File: src/rtl/bmdma_pkg.sv
package bmdma_pkg;
   localparam int unsigned LANES    = 4;
   localparam int unsigned PTR_W    = 32;
   localparam int unsigned PTR_ZERO = 2;
   // flag byte bit positions
   localparam int unsigned F_BUSY  = 0;
   localparam int unsigned F_FAULT = 1;
   localparam int unsigned F_DONE  = 2;
   localparam int unsigned F_CAPA  = 5;
   localparam int unsigned F_CAPB  = 6;
   // control byte bit positions
   localparam int unsigned C_RUN = 0;
   localparam int unsigned C_DIR = 3;
   // lanes inside the control dword
   localparam logic [1:0] LANE_CTL  = 2'd0;
   localparam logic [1:0] LANE_FLAG = 2'd2;

   function automatic logic one_lane(input logic [LANES-1:0] be);
      return ($countones(be) == 1);
   endfunction

   function automatic logic [1:0] lane_of(input logic [LANES-1:0] be);
      logic [1:0] k;
      k = 2'd0;
      for (int i = 0; i < LANES; i++)
         if (be[i]) k = 2'(i);
      return k;
   endfunction

   function automatic logic [31:0] lane_mask(input logic [LANES-1:0] be);
      logic [31:0] m;
      for (int i = 0; i < LANES; i++)
         m[8*i +: 8] = {8{be[i]}};
      return m;
   endfunction
endpackage

File: src/rtl/bmdma_decode.sv
module bmdma_decode
   import bmdma_pkg::*;
#(
   parameter int unsigned NUM_CH = 2,
   localparam int unsigned CIW = (NUM_CH > 1) ? $clog2(NUM_CH) : 1,
   localparam int unsigned AW  = (NUM_CH > 1) ? CIW + 1 : 1
) (
   input  logic [AW-1:0]    addr,
   input  logic [LANES-1:0] be,
   input  logic [31:0]      wdata,
   output logic [CIW-1:0]   chan_idx,
   output logic             chan_ok,
   output logic             is_ptr,
   output logic             single,
   output logic [1:0]       lane,
   output logic [7:0]       wbyte
);
   assign is_ptr = addr[0];
   assign single = one_lane(be);
   assign lane   = lane_of(be);
   assign wbyte  = wdata[8*lane +: 8];

   generate
      if (NUM_CH > 1) begin : g_multi
         assign chan_idx = addr[AW-1:1];
         assign chan_ok  = (32'(addr[AW-1:1]) < NUM_CH);
      end else begin : g_single
         assign chan_idx = '0;
         assign chan_ok  = 1'b1;
      end
   endgenerate
endmodule

File: src/rtl/bmdma_chan.sv
module bmdma_chan
   import bmdma_pkg::*;
(
   input  logic              clk,
   input  logic              rst_n,
   input  logic              wr_ctl,
   input  logic              wr_flag,
   input  logic              wr_ptr,
   input  logic [7:0]        wbyte,
   input  logic [LANES-1:0]  be,
   input  logic [31:0]       wdata,
   input  logic              act_set,
   input  logic              act_clr,
   input  logic              err_set,
   input  logic              irq_set,
   output logic [7:0]        ctl_byte,
   output logic [7:0]        flag_byte,
   output logic [PTR_W-1:0]  ptr,
   output logic              begin_p,
   output logic              halt_p
);
   logic run_q, dir_q, busy_q, fault_q, done_q, capa_q, capb_q;
   logic [PTR_W-1:PTR_ZERO] ptr_q;

   always_ff @(posedge clk or negedge rst_n) begin
      if (!rst_n) begin
         run_q   <= 1'b0;
         dir_q   <= 1'b0;
         begin_p <= 1'b0;
         halt_p  <= 1'b0;
      end else begin
         begin_p <= wr_ctl &  wbyte[C_RUN] & ~run_q;
         halt_p  <= wr_ctl & ~wbyte[C_RUN] &  run_q;
         if (wr_ctl) begin
            run_q <= wbyte[C_RUN];
            dir_q <= wbyte[C_DIR];
         end
      end
   end

   always_ff @(posedge clk or negedge rst_n) begin
      if (!rst_n) begin
         busy_q  <= 1'b0;
         fault_q <= 1'b0;
         done_q  <= 1'b0;
         capa_q  <= 1'b0;
         capb_q  <= 1'b0;
      end else begin
         busy_q  <= act_set | (busy_q & ~act_clr);
         fault_q <= err_set | (fault_q & ~(wr_flag & wbyte[F_FAULT]));
         done_q  <= irq_set | (done_q  & ~(wr_flag & wbyte[F_DONE]));
         if (wr_flag) begin
            capa_q <= wbyte[F_CAPA];
            capb_q <= wbyte[F_CAPB];
         end
      end
   end

   generate
      for (genvar b = 0; b < LANES; b++) begin : g_ptr_lane
         localparam int unsigned LO = (b == 0) ? PTR_ZERO : 8*b;
         always_ff @(posedge clk or negedge rst_n) begin
            if (!rst_n)
               ptr_q[8*b+7:LO] <= '0;
            else if (wr_ptr && be[b])
               ptr_q[8*b+7:LO] <= wdata[8*b+7:LO];
         end
      end
   endgenerate

   always_comb begin
      ctl_byte        = '0;
      ctl_byte[C_RUN] = run_q;
      ctl_byte[C_DIR] = dir_q;
      flag_byte          = '0;
      flag_byte[F_BUSY]  = busy_q;
      flag_byte[F_FAULT] = fault_q;
      flag_byte[F_DONE]  = done_q;
      flag_byte[F_CAPA]  = capa_q;
      flag_byte[F_CAPB]  = capb_q;
   end

   assign ptr = {ptr_q, {PTR_ZERO{1'b0}}};
endmodule

File: src/rtl/bmdma_rdmux.sv
module bmdma_rdmux
   import bmdma_pkg::*;
#(
   parameter int unsigned NUM_CH = 2,
   localparam int unsigned CIW = (NUM_CH > 1) ? $clog2(NUM_CH) : 1
) (
   input  logic                    clk,
   input  logic                    rst_n,
   input  logic                    rd_req,
   input  logic [CIW-1:0]          chan_idx,
   input  logic                    chan_ok,
   input  logic                    is_ptr,
   input  logic                    single,
   input  logic [1:0]              lane,
   input  logic [LANES-1:0]        be,
   input  logic [8*NUM_CH-1:0]     ctl_all,
   input  logic [8*NUM_CH-1:0]     flag_all,
   input  logic [PTR_W*NUM_CH-1:0] ptr_all,
   output logic                    rd_valid,
   output logic [31:0]             rd_data
);
   logic [31:0] word, ctl_word;
   logic [7:0]  sel_byte;

   always_comb begin
      case (lane)
         LANE_CTL:  sel_byte = ctl_all[8*chan_idx +: 8];
         LANE_FLAG: sel_byte = flag_all[8*chan_idx +: 8];
         default:   sel_byte = 8'hFF;
      endcase
      if (single) begin
         ctl_word = '0;
         ctl_word[8*lane +: 8] = sel_byte;
      end else begin
         ctl_word = lane_mask(be);
      end
      if (!chan_ok)
         word = '0;
      else if (is_ptr)
         word = ptr_all[PTR_W*chan_idx +: PTR_W] & lane_mask(be);
      else
         word = ctl_word;
   end

   always_ff @(posedge clk or negedge rst_n) begin
      if (!rst_n) begin
         rd_valid <= 1'b0;
         rd_data  <= '0;
      end else begin
         rd_valid <= rd_req;
         rd_data  <= rd_req ? word : '0;
      end
   end
endmodule

File: src/rtl/bmdma_regfile.sv
module bmdma_regfile
   import bmdma_pkg::*;
#(
   parameter int unsigned NUM_CH = 2,
   localparam int unsigned CIW = (NUM_CH > 1) ? $clog2(NUM_CH) : 1,
   localparam int unsigned AW  = (NUM_CH > 1) ? CIW + 1 : 1
) (
   input  logic                    clk,
   input  logic                    rst_n,
   input  logic                    host_req,
   input  logic                    host_wr,
   input  logic [AW-1:0]           host_addr,
   input  logic [3:0]              host_be,
   input  logic [31:0]             host_wdata,
   output logic                    rd_valid,
   output logic [31:0]             rd_data,
   output logic [NUM_CH-1:0]       cmd_run,
   output logic [NUM_CH-1:0]       cmd_dir,
   output logic [NUM_CH-1:0]       start_pulse,
   output logic [NUM_CH-1:0]       stop_pulse,
   output logic [8*NUM_CH-1:0]     status_q,
   output logic [32*NUM_CH-1:0]    desc_ptr,
   input  logic [NUM_CH-1:0]       eng_act_set,
   input  logic [NUM_CH-1:0]       eng_act_clr,
   input  logic [NUM_CH-1:0]       eng_err_set,
   input  logic [NUM_CH-1:0]       eng_irq_set
);
   generate
      if (NUM_CH < 1 || NUM_CH > 8) begin : g_bad_ch
         $error("bmdma_regfile: NUM_CH must lie in 1..8");
      end
   endgenerate

   logic [CIW-1:0] chan_idx;
   logic           chan_ok, is_ptr, single;
   logic [1:0]     lane;
   logic [7:0]     wbyte;
   logic [8*NUM_CH-1:0] ctl_all;

   bmdma_decode #(.NUM_CH(NUM_CH)) u_dec (
      .addr     (host_addr),
      .be       (host_be),
      .wdata    (host_wdata),
      .chan_idx (chan_idx),
      .chan_ok  (chan_ok),
      .is_ptr   (is_ptr),
      .single   (single),
      .lane     (lane),
      .wbyte    (wbyte)
   );

   generate
      for (genvar c = 0; c < NUM_CH; c++) begin : g_ch
         logic hit, wr_ctl, wr_flag, wr_ptr;
         assign hit     = host_req & host_wr & chan_ok & (32'(chan_idx) == c);
         assign wr_ctl  = hit & ~is_ptr & single & (lane == LANE_CTL);
         assign wr_flag = hit & ~is_ptr & single & (lane == LANE_FLAG);
         assign wr_ptr  = hit & is_ptr;

         bmdma_chan u_chan (
            .clk       (clk),
            .rst_n     (rst_n),
            .wr_ctl    (wr_ctl),
            .wr_flag   (wr_flag),
            .wr_ptr    (wr_ptr),
            .wbyte     (wbyte),
            .be        (host_be),
            .wdata     (host_wdata),
            .act_set   (eng_act_set[c]),
            .act_clr   (eng_act_clr[c]),
            .err_set   (eng_err_set[c]),
            .irq_set   (eng_irq_set[c]),
            .ctl_byte  (ctl_all[8*c +: 8]),
            .flag_byte (status_q[8*c +: 8]),
            .ptr       (desc_ptr[32*c +: 32]),
            .begin_p   (start_pulse[c]),
            .halt_p    (stop_pulse[c])
         );
         assign cmd_run[c] = ctl_all[8*c + C_RUN];
         assign cmd_dir[c] = ctl_all[8*c + C_DIR];
      end
   endgenerate

   bmdma_rdmux #(.NUM_CH(NUM_CH)) u_rd (
      .clk      (clk),
      .rst_n    (rst_n),
      .rd_req   (host_req & ~host_wr),
      .chan_idx (chan_idx),
      .chan_ok  (chan_ok),
      .is_ptr   (is_ptr),
      .single   (single),
      .lane     (lane),
      .be       (host_be),
      .ctl_all  (ctl_all),
      .flag_all (status_q),
      .ptr_all  (desc_ptr),
      .rd_valid (rd_valid),
      .rd_data  (rd_data)
   );
endmodule

File: config.mk
export PLATFORM = sky130hd
export DESIGN_NAME = bmdma_regfile
export DESIGN_NICKNAME = d
export VERILOG_FILES = /design/src/rtl/bmdma_pkg.sv /design/src/rtl/bmdma_decode.sv /design/src/rtl/bmdma_chan.sv /design/src/rtl/bmdma_rdmux.sv /design/src/rtl/bmdma_regfile.sv
export SDC_FILE = /design/constraint.sdc
export NUM_CORES = 1
export LEC_CHECK = 0
export ABC_AREA = 1
export ABC_CLOCK_PERIOD_IN_PS = 1290
export BUFFER_PORTS_ARGS = -buffer_cell sky130_fd_sc_hd__buf_2
export CAP_MARGIN = 20
export CORE_MARGIN = 2
export CORE_UTILIZATION = 51
export DETAILED_ROUTE_END_ITERATION = 8
export MAX_ROUTING_LAYER = met4
export PLACE_DENSITY = 0.8
export SLEW_MARGIN = 20
export SYNTH_ARGS = -nofsm -noshare
export SYNTH_HDL_FRONTEND = slang
export SYNTH_SLANG_ARGS = --single-unit
File: constraint.sdc
create_clock -name clk -period 1.29 [get_ports clk]
set_input_delay 0 -clock clk [delete_from_list [all_inputs] [get_ports clk]]
set_output_delay 0 -clock clk [all_outputs]
set_load 0.05 [all_outputs]
## Word-level counts from Yosys, hierarchy flattened

Cells that the tools add are included.

- Word-level logic and storage cells: 108
- Bits in registers: 111
- Input port bits: 50
- Output and inout bits: 121

- $add $sub $neg: 4
- Reductions and logical operators: 9
- Shift operators: 6
- Equal/unequal tests: 2
- Bitwise logic cells: 52
- Multiplexer cells: 7

Operators with widths:

| kind | count |
|---|---|
| $mux W32 | 3 |
| $and A32 B32 Y32 | 2 |
| $shiftx A64 B7 Y32 | 1 |
| $neg A5 Y34 | 1 |
| $shift A8 B34 Y32 const A | 1 |
| $shiftx A8 B34 Y32 | 1 |
| $add A32 B32 Y32 | 1 |
| $and A1 B1 Y1 | 32 |
| $eq A32 B2 Y1 const B | 1 |
| $shiftx A16 B5 Y8 | 2 |
| $shiftx A32 B6 Y7 | 1 |
| $pmux W8 S2 | 1 |
| $not A1 Y1 | 12 |
| $logic_and A1 B1 Y1 | 8 |
| $or A1 B1 Y1 | 6 |
| $add A1 B1 Y2 | 2 |
| $mux W2 | 2 |
| $eq A2 B2 Y1 const B | 1 |
| $logic_not A2 Y1 | 1 |
| $mux W1 | 1 |

## Logic depth before layout (Yosys ltp)

Gate-level depths: netlist of run 1.

- Word-level depth: 10
- Depth in mapped cells: 13
- Mapped depth without buffers: 12

## Hierarchy

From an unflattened synthesis of run 1, not the netlist that was laid out.

- Cells, all modules: 842
- Area, all modules: 6242.2 um2

By module, submodules not included:

| module | cells an instance | times used | area an instance (um2) | sequential area each (um2) |
|---|---|---|---|---|
| bmdma_chan | 184 | 2 | 1679.1 | 975.9 |
| bmdma_rdmux | 345 | 1 | 2297.2 | 825.8 |
| bmdma_decode | 108 | 1 | 500.5 | 0.0 |
| bmdma_regfile | 21 | 1 | 86.3 | 0.0 |

## Least setup slack after synthesis of run 1

OpenSTA, ideal clock, no wires.

- Path kind: input to register
- Start: in host_be[3]
- End: reg g_ch[0].u_chan.capa_q
- Slack: -603 ps
- Cell stages on the path: 13
- Data arrival time: 1766 ps
- Library setup time: 127 ps
- Required time: 1163 ps
- Path buffers: 1
- Cell sequence: inv_2 > ha_1 > ha_1 > inv_1 > fa_1 > nand3_2 > nor2_2 > buf_4 > nand2_1 > nor2_1 > inv_1 > nand2_1 > o21ai_0

- Word-level cells in the longest chain between the ends: 5
- Elaborated cells on any way between the ends: 8
- Those cells by class: add/sub: 2; eq/ne: 2; shift: 1; mux: 1; bitwise: 2

RTL lines:

| item | line | RTL |
|---|---|---|
| start: declaration | bmdma_regfile.sv:13 | `input logic [3:0] host_be,` |
| $add A1 B1 Y2 (implied by the code) | bmdma_pkg.sv:19 | `return ($countones(be) == 1);` |
| $add A32 B32 Y32 (implied by the code) | bmdma_pkg.sv:19 |  |
| $eq A32 B2 Y1 | bmdma_pkg.sv:19 |  |
| $and A1 B1 Y1 (2 in a row) | bmdma_regfile.sv:57 | `assign wr_flag = hit & ~is_ptr & single & (lane == LANE_FLAG);` |
| end signal: assignment | bmdma_chan.sv:53 | `capa_q <= wbyte[F_CAPA];` |
| end: declaration | bmdma_chan.sv:22 | `logic run_q, dir_q, busy_q, fault_q, done_q, capa_q, capb_q;` |

Parallel ways exist; a longest one is shown, timed or not.
A chain may end at the register's enable or synchronous reset.

## Worst setup path after layout of run 1

- Start: in host_be[2]
- End: reg g_ch[0].u_chan.done_q

- Word-level cells in the longest chain between the ends: 9
- Elaborated cells on any way between the ends: 13
- Those cells by class: add/sub: 2; eq/ne: 2; shift: 1; mux: 2; bitwise: 6

RTL lines:

| item | line | RTL |
|---|---|---|
| $add A1 B1 Y2 (implied by the code) | bmdma_pkg.sv:19 |  |
| $add A32 B32 Y32 (implied by the code) | bmdma_pkg.sv:19 |  |
| $eq A32 B2 Y1 | bmdma_pkg.sv:19 |  |
| $and A1 B1 Y1 (2 in a row) | bmdma_regfile.sv:57 |  |
| $and A1 B1 Y1 * | bmdma_chan.sv:51 | `done_q <= irq_set \| (done_q & ~(wr_flag & wbyte[F_DONE]));` |
| $not A1 Y1 * | bmdma_chan.sv:51 |  |
| $and A1 B1 Y1 * | bmdma_chan.sv:51 |  |
| $or A1 B1 Y1 * | bmdma_chan.sv:51 |  |
| end signal: assignment | bmdma_chan.sv:51 |  |
| end: declaration | bmdma_chan.sv:22 |  |

Every way passes the cells marked *; elsewhere a longest branch is shown, timed or not.

==> impl_metrics.toml, run 1 <==
[outcome]
outcome = "finished, violations left"
violations = "setup timing"

[power_and_ir_drop]
finalPower_w = 0.0102
ir_drop_mv = 0.904
p_leak_nw = 3.94
p_per_area_mw_per_mm2 = 1400

[global_route]
antenna_found_initial = 1
grt_pass1_vias = 5087
gr-total-overflow = 0
grt_first_pass_wirelength_um = 24800
grt_util_all_layers = 0.288
grt_max_degree = 32

[routing]
drt-initial-drc-count = 340
wl_per_cell_um = 15.8
vias = 5244
ant_nets = 0
wl_um = 15800
met3WireLength_um = 1420
highest_layer = "met4"
met2WireLength_um = 7720
m1WireLength_um = 6350
firstDrtPassIters = 5
via_per_inst = 5.23
drc = 0

[place]
placedCellCount = 946
place.detailed.hpwl_um = 11500
portBuffers = 160
gp_congestion = 0.899
placed_cell_area_mm2 = 0.00652

[timing]
period_needed_ps = 1550
fin_tns_setup_ps = -8090
finalWorstSetupSlack_ps = -262
finalCritPeriodShare = 1.20
grt_setup_unrepaired = "yes"
setup_viol = 48
fmax_ghz = 0.644
slew_violations = 0
skew_ps = 4.94
hold_violations = 0
timing.hold.ws_ps = 71.5

[synth]
syn_area_per_cell_um2 = 8.27
synth-seq-cells = 111
yosysWarningCount = 0
syn-cell-area_mm2 = 0.00543
syn_inst = 656
netlist-cell-type-count = 26
ys_seq_area_frac = 0.512

[clocking]
cts_tree = "built"
cts.path.max_buffers = 2
clk-insertion-delay-late_ps = 380
cts_num_sinks = 111
cts-buffers-inserted = 9
root_buffer = "clkbuf_8"
clk_pin_slew_ps = 90
htree_levels = 3

[floorplan]
core_mm2 = 0.0103
num_io_pins = 171
fp.dieH_um = 107
die_area_mm2 = 0.0115
rows = 37
start_util = 0.526
dieWidth_um = 107

[worst_setup_path]
cp.required_ps = 1560
cp.arrival_ps = 1820
start_kind = "input pin"
cp_max_fo = 5
crit_path_end_kind = "register"
critical_path_class = "input pin to register"

[cells_and_area]
drive_above_1_share = 0.305
final_common_cell = "nand2_1"
fin_nets = 921
fin_area_mm2 = 0.00725
layoutNonFillerInstCount = 1002
area_delta_synth_final_pct = 33.6
final_cell_mix = "nand2_1 (157), buf_2 (155), o21ai_0 (126)"

[worst_hold_path]
min_path_type = "input pin to register"

[flow_run]
drv_cap = 0
-- flip-flops by register name (all words and copies together), names as in the netlist --
signal	cells
g_ch.u_chan.done_q	2
g_ch.u_chan.capb_q	2
g_ch.u_chan.run_q	2
g_ch.u_chan.capa_q	2
g_ch.u_chan.ptr	60
g_ch.u_chan.begin_p	2
g_ch.u_chan.halt_p	2
g_ch.u_chan.dir_q	2
g_ch.u_chan.fault_q	2
g_ch.u_chan.busy_q	2
u_rd.rd_valid	1
u_rd.rd_data	32
-- cells by family (layout without fill, tap and decap cells) --
kind of cell,count (synthesis),in the layout,share of synthesized area
buffers and inverters,138,338,0.121
DFF,111,111,0.512
AOI/OAI and AO/OA,168,168,0.162
and+or+nand+nor,227,227,0.178
other,1,11,0.000691
adders and majority gates,11,11,0.0268
-- synthesized netlist by cell type --
| library cell | number | area (um2) |
|---|---|---|
| nand3b_1 | 1 | 7.51 |
| buf_4 | 30 | 225 |
| clkbuf_1 | 8 | 30.0 |
| dfrtp_1 | 111 | 2780 |
| nand2_2 | 2 | 12.5 |
| a21oi_1 | 20 | 100 |
| nand3_1 | 32 | 160 |
| nand2_1 | 160 | 601 |
| ha_1 | 10 | 125 |
| buf_6 | 1 | 11.3 |
| inv_1 | 82 | 308 |
| inv_2 | 3 | 11.3 |
| buf_2 | 14 | 70.1 |
| a21oi_4 | 1 | 16.3 |
| nand3_2 | 4 | 40.0 |
| nor2_1 | 16 | 60.1 |
| o21ai_0 | 130 | 651 |
| o211ai_1 | 7 | 52.6 |
| conb_1 | 1 | 3.75 |
| o21ai_1 | 7 | 35.0 |
| o21bai_1 | 3 | 22.5 |
| and2_1 | 1 | 6.26 |
| nor2_2 | 4 | 25.0 |
| fa_1 | 1 | 20.0 |
| nor2_4 | 2 | 22.5 |
| or2_2 | 5 | 31.3 |
-- per-layer routing --
| metal | GRT usage | up-vias |
|---|---|---|
| li1 | - | 2464 |
| met1 | 0.362 | 2465 |
| met2 | 0.460 | 279 |
| met3 | 0.0578 | 36 |
| met4 | 0.114 | 0 |
| met5 | - | - |
-- per-stage QoR --
stage,setup WS [ps],utilization
final,-262,0.702
after global routing,-306,0.702
after CTS,-171,0.699
after detailed placement,-771,0.632
after global placement,-702,0.632
after floorplan,-506,-
-- worst max-delay path, stage by stage --
cell	delay, ps
buf_12	90
buf_4	150
ha_1	170
inv_1	70
fa_1	560
nand3_2	110
nor2_4	140
buf_6	120
nand2_4	60
nor2_4	140
nand3_2	70
nand2_1	70
nand2_1	60
-- what timing repair did --
| item | CTS | global route |
|---|---|---|
| endpoints found under the hold margin | 177 | 0 |
| hold buffers | 39 | 0 |
| gates resized for setup | 29 | 8 |
| pin swaps | 7 | 0 |
| endpoints found under the setup margin | 48 | 48 |
| setup buffers | 1 | 1 |
-- final timing paths --
kind / from / to / slack (ps) / cells after the start
worst max-delay path: host_be[2] / g_ch[0].u_chan.done_q$_DFF_PN0_ / -260 / 13
worst min-delay path: host_wdata[0] / g_ch[0].u_chan.run_q$_DFFE_PN0P_ / 70 / 5
worst max register to register: g_ch[1].u_chan.busy_q$_DFF_PN0_ / g_ch[1].u_chan.busy_q$_DFF_PN0_ / 90 / 3
worst min register to register: g_ch[0].u_chan.ptr[4]$_DFFE_PN0P_ / g_ch[0].u_chan.ptr[4]$_DFFE_PN0P_ / 510 / 2
max in group asynchronous: rst_n / g_ch[0].u_chan.ptr[11]$_DFFE_PN0P_ / 680 / 3
min in group asynchronous: rst_n / u_rd.rd_data[24]$_DFF_PN0_ / 80 / 2
-- where the power goes --
group | leakage [nW] | internal (W) | switching [W]
combinational | 2.41 | 0.000956 | 0.00283
sequential | 1.43 | 0.00395 | 0.000375
clock | 0.100 | 0.000944 | 0.00112
total | 3.94 | 0.00585 | 0.00433
-- final cells by class --
| cell class | count | area, um2 |
|---|---|---|
| Fill cell | 758 | 3070 |
| Multi-Input combinational cell | 416 | 2200 |
| Antenna cell | 1 | 2.50 |
| Timing Repair Buffer | 237 | 1560 |
| Clock buffer | 12 | 145 |
| Sequential cell | 111 | 2780 |
| Inverter | 85 | 347 |
| Clock inverter | 4 | 45.0 |
| Tap cell | 136 | 170 |
Note: power is estimated with default switching activity, not from simulation.
==> run 2, diff against run 1 <==
Settings changed: REMOVE_ABC_BUFFERS set to 1.
==> run 2 against run 1 <==
Effect of this change:
- sequential share of layout area decreased by 0.61 points
- highest routed layer unchanged
- critical path depth is 1 higher
- cell area increased by 1.6%
- critical path type unchanged
- combinational power is 2% higher
- setup slack worse by 0.60 ps
- total power grew 1.1%
- the run still ends with setup timing left
- maximum frequency barely moved
- sequential cell count did not move
==> impl_metrics.toml, run 2 (synthesized netlist as in run 1, its figures left out) <==
[worst_setup_path]
endpoint = "u_rd.rd_data[10]$_DFF_PN0_"
r2r_start = "g_ch[1].u_chan.busy_q$_DFF_PN0_"
cp.required_ps = 1560
reg2reg_depth = 3
r2r_slack_ps = 80
cp_max_fo = 8
reg2reg_to = "g_ch[1].u_chan.busy_q$_DFF_PN0_"
start_kind = "input pin"
cp.arrival_ps = 1830
crit_path_end_kind = "register"
crit_start = "host_be[3]"
critical_path_class = "input pin to register"

[outcome]
violations = "setup timing"
outcome = "finished, violations left"

[cells_and_area]
largest_register_ffs = 60
layoutNonFillerInstCount = 1003
final_cell_mix = "buf_2 (155), nand2_1 (141), o21ai_0 (126)"
drive_above_1_share = 0.333
area_delta_synth_final_pct = 35.8
fin_nets = 923
antenna_cells = 0
fin_area_mm2 = 0.00737
final_common_cell = "buf_2"
post-route-util = 0.714
fill_cells = 778

[power_and_ir_drop]
netSwitchingFraction = 0.427
p_switching_w = 0.00440
ir_drop_mv = 0.872
p_leak_nw = 3.96
share_comb_of_total_power = 0.374
p_int_w = 0.00590
power_frac_clock = 0.206
seq_power_share = 0.420
finalPower_w = 0.0103
p_per_area_mw_per_mm2 = 1400

[place]
placed_cell_area_mm2 = 0.00642
place.detailed.hpwl_um = 11100
dp_slack_ps = -770
portBuffers = 160
gp_congestion = 0.917
placedCellCount = 945

[floorplan]
rows = 37
num_io_pins = 171
dieWidth_um = 107
start_util = 0.526
fp.dieH_um = 107
core_mm2 = 0.0103
die_area_mm2 = 0.0115

[routing]
drc = 0
ant_nets = 0
drt-initial-drc-count = 296
firstDrtPassIters = 5
via_per_inst = 5.19
wl_um = 15700
vias = 5206
wl_per_cell_um = 15.6

[global_route]
gr-total-overflow = 0
grt_first_pass_wirelength_um = 24800
grt_util_all_layers = 0.286
grt_pass1_vias = 5042
antenna_found_initial = 0
grt_max_degree = 45

[clocking]
htree_levels = 3
clk_pin_slew_ps = 100
cts.path.max_buffers = 2
cts-buffers-inserted = 9
root_buffer = "clkbuf_8"
clk-insertion-delay-late_ps = 380
cts_tree = "built"
cts_num_sinks = 111

[timing]
setup_viol = 48
finalWorstSetupSlack_ps = -263
period_needed_ps = 1550
slew_violations = 0
hold_violations = 0
finalCritPeriodShare = 1.20
grt_setup_unrepaired = "yes"
skew_ps = 13.6
fmax_ghz = 0.644

[flow_run]
drv_cap = 0

[worst_hold_path]
min_path_type = "input pin to register"
-- run 2: changes by cell type in the layout (fill, tap and decap cells not counted), sizes merged --
cell	before	now
buf	198	199
clkinvlp	0	3
clkbuf	12	11
dlygate4sd3	39	40
diode	1	0
clkinv	3	1
-- run 2: worst max-delay path, cell delays in order --
cell and delay [ps]:
buf_8 80, inv_4 30, ha_4 260, ha_4 120, inv_2 30, fa_1 530
nand3_4 120, buf_4 150, buf_6 130, nand2_2 50, nand3_2 70, buf_6 160
nand2_2 70, inv_1 30
-- run 2: stage by stage --
step / hold WS [ps] / setup TNS (ps)
6_report: 58.5 / -7700
5_1_grt: 59.5 / -10630
4_1_cts: 39.3 / -5600
3_5_place_dp: -55.4 / -29960
3_3_place_gp: -64.5 / -27230
2_1_floorplan: -296 / -21660
-- run 2: repair_timing --
item                                   CTS  global route
hold buffers                            40             0
pin swaps                               19            12
buffers inserted                         2             3
gates resized for setup                 58            32
endpoints found under the hold margin  178             0
setup endpoints to repair               48            64
-- run 2: power by group through the flow --
stage | registers, W | clock network (W) | logic [W]
floorplan | 0.00601 | 0 | 0.000775
global placement | 0.00435 | 0 | 0.00350
detailed placement | 0.00437 | 0 | 0.00356
CTS | 0.00431 | 0.00215 | 0.00379
global route | 0.00437 | 0.00228 | 0.00408
finish | 0.00432 | 0.00212 | 0.00385
-- run 2: layout make-up --
cell class | count | area, um2 | share of cell area
clock buffers | 11 | 141 | 0.0192
multi-input cells | 416 | 2290 | 0.311
clock inverters | 5 | 57.6 | 0.00781
repair buffers | 239 | 1600 | 0.217
flip-flops and latches | 111 | 2780 | 0.377
inverters | 85 | 329 | 0.0447
well taps | 136 | 170 | 0.0231
-- run 2: worst min-delay path by stage --
stage          cells after the start       start                                  to
2_1_floorplan                      0       rst_n    g_ch[0].u_chan.begin_p$_DFF_PN0_
3_3_place_gp                       1       rst_n  g_ch[0].u_chan.ptr[23]$_DFFE_PN0P_
3_5_place_dp                       1       rst_n  g_ch[1].u_chan.ptr[25]$_DFFE_PN0P_
4_1_cts                            4  host_be[2]          u_rd.rd_data[23]$_DFF_PN0_
5_1_grt                            4  host_be[2]          u_rd.rd_data[20]$_DFF_PN0_
6_report                           4  host_be[2]          u_rd.rd_data[23]$_DFF_PN0_
-- run 2: metal layers --
metal  global-route usage  vias to the layer above  share of wire
met5                    -                        -              0
met4                0.116                        0          0.027
met3               0.0407                       37          0.064
met2                0.467                      236           0.50
met1                0.360                     2470           0.41
li1                     -                     2463              -
==> run 3, diff against run 2 <==
Settings changed: CTS_BUF_LIST set to sky130_fd_sc_hd__clkbuf_16.
==> run 3 against run 2 <==
Effect of this change:
- the flow still finishes with violations (setup timing)
- global-route usage up 1.0 points
- register-to-register slack about the same
- sequential cell count unchanged
- maximum frequency down 0.40%
- largest cell class unchanged
- largest power group unchanged
- highest routed layer unchanged
==> impl_metrics.toml, run 3 (synthesized netlist as in run 1, its figures left out) <==
[outcome]
outcome = "finished, violations left"
violations = "setup timing"

[cells_and_area]
fin_nets = 924
largest_register_ffs = 60
final_common_cell = "buf_2"
antenna_cells = 0
drive_above_1_share = 0.321
area_delta_synth_final_pct = 37.2
final_cell_mix = "buf_2 (155), nand2_1 (148), o21ai_0 (126)"

[worst_setup_path]
cp.required_ps = 1590
critical_path_class = "input pin to register"
start_kind = "input pin"
cp_max_fo = 8
crit_path_end_kind = "register"
cp.arrival_ps = 1860

[timing]
skew_ps = 7.73
grt_setup_unrepaired = "yes"
setup_viol = 48
hold_violations = 0
slew_violations = 0
finalWorstSetupSlack_ps = -269
finalCritPeriodShare = 1.21
fmax_ghz = 0.641
period_needed_ps = 1560

[routing]
vias = 5281
firstDrtPassIters = 5
wl_per_cell_um = 16.1
ant_nets = 0
drt-initial-drc-count = 322
drc = 0
via_per_inst = 5.26
wl_um = 16100

[global_route]
grt_first_pass_wirelength_um = 25500
grt_util_all_layers = 0.296
grt_max_degree = 45
grt_pass1_vias = 5108
gr-total-overflow = 0
antenna_found_initial = 0

[floorplan]
die_area_mm2 = 0.0115
start_util = 0.526
core_mm2 = 0.0103
rows = 37
fp.dieH_um = 107
dieWidth_um = 107
num_io_pins = 171

[power_and_ir_drop]
p_int_w = 0.00644
p_leak_nw = 4.01
p_per_area_mw_per_mm2 = 1470
power_frac_clock = 0.250
ir_drop_mv = 0.749
p_switching_w = 0.00450
finalPower_w = 0.0109
netSwitchingFraction = 0.411
share_comb_of_total_power = 0.354
seq_power_share = 0.395

[flow_run]
drv_cap = 0

[worst_hold_path]
min_path_type = "input pin to register"

[clocking]
htree_levels = 3
cts_tree = "built"
clk_pin_slew_ps = 70
cts.path.max_buffers = 2
cts-buffers-inserted = 9
cts_num_sinks = 111
root_buffer = "clkbuf_16"
clk-insertion-delay-late_ps = 360

[place]
portBuffers = 160
dp_slack_ps = -770
gp_congestion = 0.917
place.detailed.hpwl_um = 11100
-- run 3: cell count changes in the layout (fill, tap and decap cells not counted), sizes merged --
| cell | before | now |
|---|---|---|
| buf | 199 | 201 |
| clkbuf | 11 | 9 |
| clkinv | 1 | 2 |
| dlygate4sd3 | 40 | 39 |
| inv | 85 | 86 |
-- run 3: worst max-delay path: stages --
cell	delay [ps]
buf_6	90
inv_4	40
ha_4	260
ha_4	120
inv_2	30
fa_1	530
nand3_4	120
inv_1	200
nand2_1	110
nand3_2	100
buf_6	150
nand2_2	60
inv_1	50
-- run 3: metrics by stage --
stage	setup TNS, ps	util	area (um2)	instances	hold WS (ps)
4_1_cts	-8460	0.716	7390	1004	11.5
2_1_floorplan	-21660	-	5120	612	-296
3_3_place_gp	-27230	0.622	6420	945	-64.5
5_1_grt	-13050	0.721	7450	1004	42.9
6_report	-10100	0.721	7450	1004	13.8
3_5_place_dp	-29960	0.622	6420	945	-55.4
-- run 3: path summary, 6_finish.rpt --
check | from | end | slack [ps] | cells past startpoint
setup / recovery | host_be[3] | u_rd.rd_data[10]$_DFF_PN0_ | -270 | 13
hold / removal | host_addr[0] | u_rd.rd_data[7]$_DFF_PN0_ | 10 | 3
setup reg to reg | g_ch[1].u_chan.busy_q$_DFF_PN0_ | g_ch[1].u_chan.busy_q$_DFF_PN0_ | 90 | 3
hold reg to reg | g_ch[0].u_chan.ptr[2]$_DFFE_PN0P_ | g_ch[0].u_chan.ptr[2]$_DFFE_PN0P_ | 510 | 2
max in group asynchronous | rst_n | g_ch[0].u_chan.ptr[5]$_DFFE_PN0P_ | 610 | 3
min in group asynchronous | rst_n | g_ch[0].u_chan.ptr[23]$_DFFE_PN0P_ | 110 | 2
-- run 3: layout make-up --
type                    count  area [um2]
clock buffers               9         225
repair buffers            240        1610
clock inverters             7        65.1
well taps                 136         170
fillers                   763        2880
flip-flops and latches    111        2780
multi-input cells         416        2270
inverters                  85         324
-- run 3: power groups by stage --
stage / clock, W / sequential [W] / combinational, W
6_report: 0.00274 / 0.00433 / 0.00388
5_1_grt: 0.00291 / 0.00437 / 0.00410
4_1_cts: 0.00275 / 0.00431 / 0.00383
3_5_place_dp: 0 / 0.00437 / 0.00356
3_3_place_gp: 0 / 0.00435 / 0.00350
2_1_floorplan: 0 / 0.00601 / 0.000775
-- run 3: what timing repair did --
action                                 in CTS  in global routing
pin swaps                                  19                  8
gates cloned                                1                  0
resized for setup                          66                 16
setup buffers                               5                  2
setup endpoints to repair                  48                 48
hold buffers                               39                  0
endpoints found under the hold margin     177                  0
-- run 3: metal layers --
layer / vias to the layer above / share of wire / track usage
li1: 2465 / - / -
met1: 2511 / 0.40 / 0.361
met2: 256 / 0.50 / 0.488
met3: 49 / 0.064 / 0.0438
met4: 0 / 0.038 / 0.135
met5: - / 0 / -
